`src/rtl/dma_irq_status.sv`:
```
module dma_irq_status #(
  parameter int CARD_ERR_W = 7,
  parameter int STATE_W    = 4
) (
  input  logic                  clk,
  input  logic                  rst_n,
  input  logic                  ev_tx_done,
  input  logic                  ev_rx_done,
  input  logic                  ev_bus_fault,
  input  logic [2:0]            ev_fault_code,
  input  logic                  ev_desc_fetch,
  input  logic                  desc_owner,
  input  logic [CARD_ERR_W-1:0] card_err,
  input  logic [3:0]            int_en,
  input  logic [STATE_W-1:0]    dma_state,
  input  logic                  wr_en,
  input  logic [31:0]           wr_data,
  output logic [31:0]           rd_data,
  output logic                  bus_block,
  output logic                  irq
);
  localparam int STATE_LSB = 13;

  logic tx_q, rx_q, flt_q, du_q, card_q, nrm_q, abn_q;
  logic [2:0] code_q;
  logic tx_d, rx_d, flt_d, du_d, card_d, nrm_d, abn_d;
  logic [2:0] code_d;
  logic [31:0] clr;

  assign clr = wr_en ? wr_data : 32'd0;

  assign tx_d   = (tx_q   & ~clr[0]) | ev_tx_done;
  assign rx_d   = (rx_q   & ~clr[1]) | ev_rx_done;
  assign flt_d  = (flt_q  & ~clr[2]) | ev_bus_fault;
  assign du_d   = (du_q   & ~clr[4]) | (ev_desc_fetch & ~desc_owner);
  assign card_d = (card_q & ~clr[5]) | (|card_err);
  assign nrm_d  = (nrm_q  & ~clr[8]) | (tx_d & int_en[0]) | (rx_d & int_en[1]);
  assign abn_d  = (abn_q  & ~clr[9]) | (flt_d & int_en[2]) | (du_d & int_en[3]);
  assign code_d = ev_bus_fault ? ev_fault_code : (flt_d ? code_q : 3'd0);

  always_ff @(posedge clk or negedge rst_n) begin
    if (!rst_n) begin
      tx_q   <= 1'b0;
      rx_q   <= 1'b0;
      flt_q  <= 1'b0;
      du_q   <= 1'b0;
      card_q <= 1'b0;
      nrm_q  <= 1'b0;
      abn_q  <= 1'b0;
      code_q <= 3'd0;
    end else begin
      tx_q   <= tx_d;
      rx_q   <= rx_d;
      flt_q  <= flt_d;
      du_q   <= du_d;
      card_q <= card_d;
      nrm_q  <= nrm_d;
      abn_q  <= abn_d;
      code_q <= code_d;
    end
  end

  always_comb begin
    rd_data = 32'd0;
    rd_data[0] = tx_q;
    rd_data[1] = rx_q;
    rd_data[2] = flt_q;
    rd_data[4] = du_q;
    rd_data[5] = card_q;
    rd_data[8] = nrm_q;
    rd_data[9] = abn_q;
    rd_data[12:10] = code_q;
    rd_data[STATE_LSB +: STATE_W] = dma_state;
  end

  assign bus_block = flt_q;
  assign irq       = nrm_q | abn_q;
endmodule


```
`config.mk`:
```
export PLATFORM = sky130hd
export DESIGN_NAME = dma_irq_status
export DESIGN_NICKNAME = d
export VERILOG_FILES = /design/src/rtl/dma_irq_status.sv
export SDC_FILE = /design/constraint.sdc
export NUM_CORES = 1
export LEC_CHECK = 0
export BUFFER_PORTS_ARGS = -buffer_cell sky130_fd_sc_hd__buf_2
export CELL_PAD_IN_SITES_DETAIL_PLACEMENT = 0
export CELL_PAD_IN_SITES_GLOBAL_PLACEMENT = 1
export CORE_MARGIN = 5
export CORE_UTILIZATION = 16
export DETAILED_ROUTE_END_ITERATION = 6
export MAX_ROUTING_LAYER = met4
export PLACE_DENSITY_LB_ADDON = 0.1
export SYNTH_ARGS = -nofsm -noshare
export SYNTH_HDL_FRONTEND = slang
export SYNTH_SLANG_ARGS = --single-unit
```
`constraint.sdc`:
```
create_clock -name clk -period 1.11 [get_ports clk]
set_input_delay 0.111 -clock clk [delete_from_list [all_inputs] [get_ports clk]]
set_output_delay 0.111 -clock clk [all_outputs]
set_load 0.03 [all_outputs]
```
Word-level counts from Yosys, hierarchy flattened
Cells that the tools add are included.
- word-level logic and storage cells: 43
- bits in registers: 10
- output and inout bits: 34
- input bits: 58
- multiplexer cells: 3
- eq/ne operators: 1
- reduce and logical (&&, ||, !) cells: 1
- bitwise logic cells: 30
- operators by type and width (kind ; number):
    $and 1x1->1 ; 12
    $mux 10 ; 1
    $or 1x1->1 ; 10
    $not 1->1 ; 8
    $reduce_or 7->1 ; 1
    $mux 3 ; 2
    $ne 2x2->1 const B ; 1

Longest topological paths before layout
- depth in word-level cells: 7
- depth in mapped cells: 3
- mapped depth without buffers: 3

Worst setup path before layout
OpenSTA, ideal clock, no wires.
- path kind: flip-flop to flip-flop
- start point: reg flt_q, in the netlist bus_block
- end point: reg abn_q
- stages on the path, launching flop included: 4
- setup time: 0.126 ns
- path slack: -0.258 ns
- data required time: 0.984 ns
- path buffers: 0
- data arrival time: 1.242 ns
- clock period less this slack: 1.368 ns
- path through: dfrtp_1 -> a21boi_2 -> or2_4 -> a221o_1
- cells in the longest elaborated chain, start to end: 5
- ends and longest elaborated chain (item ; line ; text):
    from (decl) ; 24 ; logic tx_q, rx_q, flt_q, du_q, card_q, nrm_q, abn_q;
    from (signal assigned) ; 54 ; flt_q <= flt_d;
    $and 1x1->1 ; 34 ; assign flt_d = (flt_q & ~clr[2]) | ev_bus_fault;
    $or 1x1->1 ; 34 ;
    named net flt_d ; 26 ; logic tx_d, rx_d, flt_d, du_d, card_d, nrm_d, abn_d;
    $and 1x1->1 ; 38 ; assign abn_d = (abn_q & ~clr[9]) | (flt_d & int_en[2]) | (du_d & int_en[3]);
    $or 1x1->1 (2 in a row) ; 38 ;
    named net abn_d ; 26 ;
    to (signal assigned) ; 58 ; abn_q <= abn_d;
    to (decl) ; 24 ;
The timed path passes the listed nets, and every way through them passes these cells.
A chain may end at the register's enable or synchronous reset.

Final worst setup path
Ends and elaborated chain as after synthesis.

==> flow_summary.ini <==
[power]
intPower_uw = 749
clockPowerShare = 0.347
power_uw = 1100
combPwrFrac = 0.286
p_sw_frac = 0.321
seqPwrFrac = 0.367
p_leak_uw = 0.000448
power_density_nw_per_um2 = 1290
p_sw_uw = 355
vdd_drop_max_v = 0.000529

[sta]
slew_violations = 0
skew_ps = 2.99
rsz0062_at_grt = yes
finalHoldViolCount = 0
min_period_ps = 1190
min_period_over_period = 1.08
setup_ws_ps = -83.5
finalSetupViolations = 1
max_freq_ghz = 0.838

[synth]
synthMuxAreaShare = 0
synth_top_family_by_area = buffers and inverters
synthTopCellsByArea = dfrtp_1 (40%), buf_4 (34%), nand2_1 (6.5%)
synth_xor_area_frac = 0
yosys_warnings = 0
syn_area_per_cell_um2 = 9.31
ys_seq_area_frac = 0.395
ys_types = 16
synthAdderAreaFrac = 0
syn-cell-area_um2 = 633
synth_top_area_cell = dfrtp_1
synth_compound_area_frac = 0.134
synthCells = 68
synth-simple-area-share = 0.115
ys_seq_elements = 10
synth_top_area_frac = 0.395

[drt]
postRouteWirelength_um = 1580
vias = 501
wl_per_cell_um = 10.3
ant_nets = 0
viasPerCell = 3.27
route.detailed.drc = 0
dr.first_iter.drc_count = 9
dr.pass1.iters = 2

[worst_setup_path]
path_max_fanout = 2
slowest_stage = dfrtp_2
timing.rr.end = abn_q
required_ps = 1220
path_delay_family = compound AO/OA/AOI/OAI gates
path_class = reg -> reg
arrival_ps = 1300
reg2reg_from = bus_block
r2r_setup_slack_ps = -80
worstSetupStartpointType = register
cp_slowest_stage_delay_ps = 390
rr_worst_depth = 3
path_cells = a21boi_4, or2_4, a221o_1
end_kind = register
path_buf_inv = 0

[status]
status = complete, but fails checks
violations = setup timing

[place]
place_congestion = 0.709
io_buffers = 40
place_area_um2 = 763

[clock_tree]
htreeDepth = 1
cts_buffers = 3
clock_path_buffers = 2
clock_latency_ps = 230
clock_tree.root_cell = clkbuf_8
clk_pin_slew_ps = 50
cts_tree = done
cts.sinks = 10

[global_route]
grt_max_degree = 11
grt_overflow_total = 0
grt_use_total = 0.0573
grt_pass1_vias = 486
antenna_found_initial = 0
grt_pass1_wl_um = 2230

[cells_and_area]
multi_input_area_um2 = 235
final_core_util = 0.229
syn2layout_area_growth_pct = 35.6
final_cell_area_um2 = 858
num-fill-cells = 450
regArea_um2 = 251
final_nets = 164
antenna_cells = 0
drive_above_1_share = 0.486

[floorplanning]
rows = 22
fp.coreArea_um2 = 3740
die_h_um = 72.9
start_util = 0.169
die_area_um2 = 5320
boundaryPins = 92
die_w_um = 72.9

[worst_hold_path]
whs_path_depth = 2
hold_path_end = rx_q
hold_start = ev_rx_done
hold_class = in -> reg

[run]
maxCapViolCount = 0
==> cell usage after synthesis <==
master    number
or2_2          1
a21boi_0       2
dfrtp_1       10
a221o_1        2
o21ai_0        3
buf_4         29
conb_1         1
a22o_1         1
nand2_1       11
a21o_1         2
a21boi_2       1
or2_4          1
nor4_1         1
inv_1          1
nand3_1        1
nor3_1         1
==> metrics by stage <==
step                      cells  hold WS (ps)  setup TNS, ps  setup slack (ps)
final                       153          89.1          -83.5             -83.5
after global routing        153          92.5           -168              -116
after CTS                   153          84.0          -91.2             -89.8
after detailed placement    146         -7.39          -86.5             -86.5
after global placement      146         -7.17          -81.3             -81.3
after floorplan              85          -185           -159              -159
==> area by class of cell <==
| class | instances | share of cell area |
|---|---|---|
| clock buffer | 4 | 0.0525 |
| sequential | 10 | 0.293 |
| timing repair buffer | 45 | 0.306 |
| multi-input combinational | 45 | 0.274 |
| inverter | 1 | 0.00437 |
| tap | 48 | 0.0700 |
==> state kept, by name, indices dropped and copies added (netlist names) <==
register and cells:
abn_q 1, bus_block 1, tx_q 1, du_q 1
nrm_q 1, card_q 1, code_q 3, rx_q 1
==> cell usage in the layout (no fill, tap or decap) <==
master / netlist / layout
clkbuf_1: 0 / 1
nor4_1: 1 / 1
dfrtp_2: 0 / 1
buf_6: 0 / 4
conb_1: 1 / 18
inv_1: 1 / 1
o21ai_0: 3 / 3
a21boi_0: 2 / 2
a21o_1: 2 / 2
buf_2: 0 / 37
or2_4: 1 / 2
nand3_1: 1 / 1
a21boi_4: 0 / 1
nand2_1: 11 / 11
dfrtp_1: 10 / 9
dlygate4sd3_1: 0 / 1
a221o_1: 2 / 2
buf_4: 29 / 3
a22o_1: 1 / 1
clkbuf_8: 0 / 3
nor3_1: 1 / 1
==> worst max-delay path by stage <==
stage / start / end / slack (ps) / depth (start not counted)
floorplan: bus_block / abn_q / -160 / 3
global placement: bus_block / abn_q / -80 / 3
detailed placement: bus_block / abn_q / -90 / 3
CTS: bus_block / abn_q / -90 / 3
global route: bus_block / abn_q / -120 / 3
finish: bus_block / abn_q / -80 / 3
==> worst reg2reg max path, cell delays in order (launching register included) <==
cell and delay (ps):
dfrtp_2 390, a21boi_4 140, or2_4 240, a221o_1 310
==> timing repair <==
action / 4_1_cts / 5_1_grt
hold buffers: 1 / 0
resized for setup: 8 / 0
setup buffers: 2 / 0
hold endpoints to repair: 10 / 0
setup endpoints to repair: 2 / 4
pin swaps: 1 / 0
==> metal layers <==
metal / track usage / vias to the layer above / wire length, um
met1: 0.0720 / 215 / 717
met2: 0.0772 / 37 / 606
li1: - / 249 / -
met4: 0.00205 / 0 / 0
met5: - / - / 0
met3: 0.0427 / 0 / 254
==> power groups by stage <==
stage	Combinational (uW)	Sequential (uW)	Clock (uW)
after floorplan	263	433	0
after global placement	297	411	0
after detailed placement	297	412	0
after CTS	319	406	404
after global routing	338	408	424
final	316	405	383
==> cell families (layout without fill, tap and decap cells) <==
| kind of cell | Yosys count | in the layout |
|---|---|---|
| and+or+nand+nor | 16 | 16 |
| DFF | 10 | 10 |
| other | 1 | 18 |
| AOI/OAI and AO/OA | 11 | 11 |
| buffers and inverters | 30 | 50 |
No activity file was read; power rests on OpenSTA's default activity.
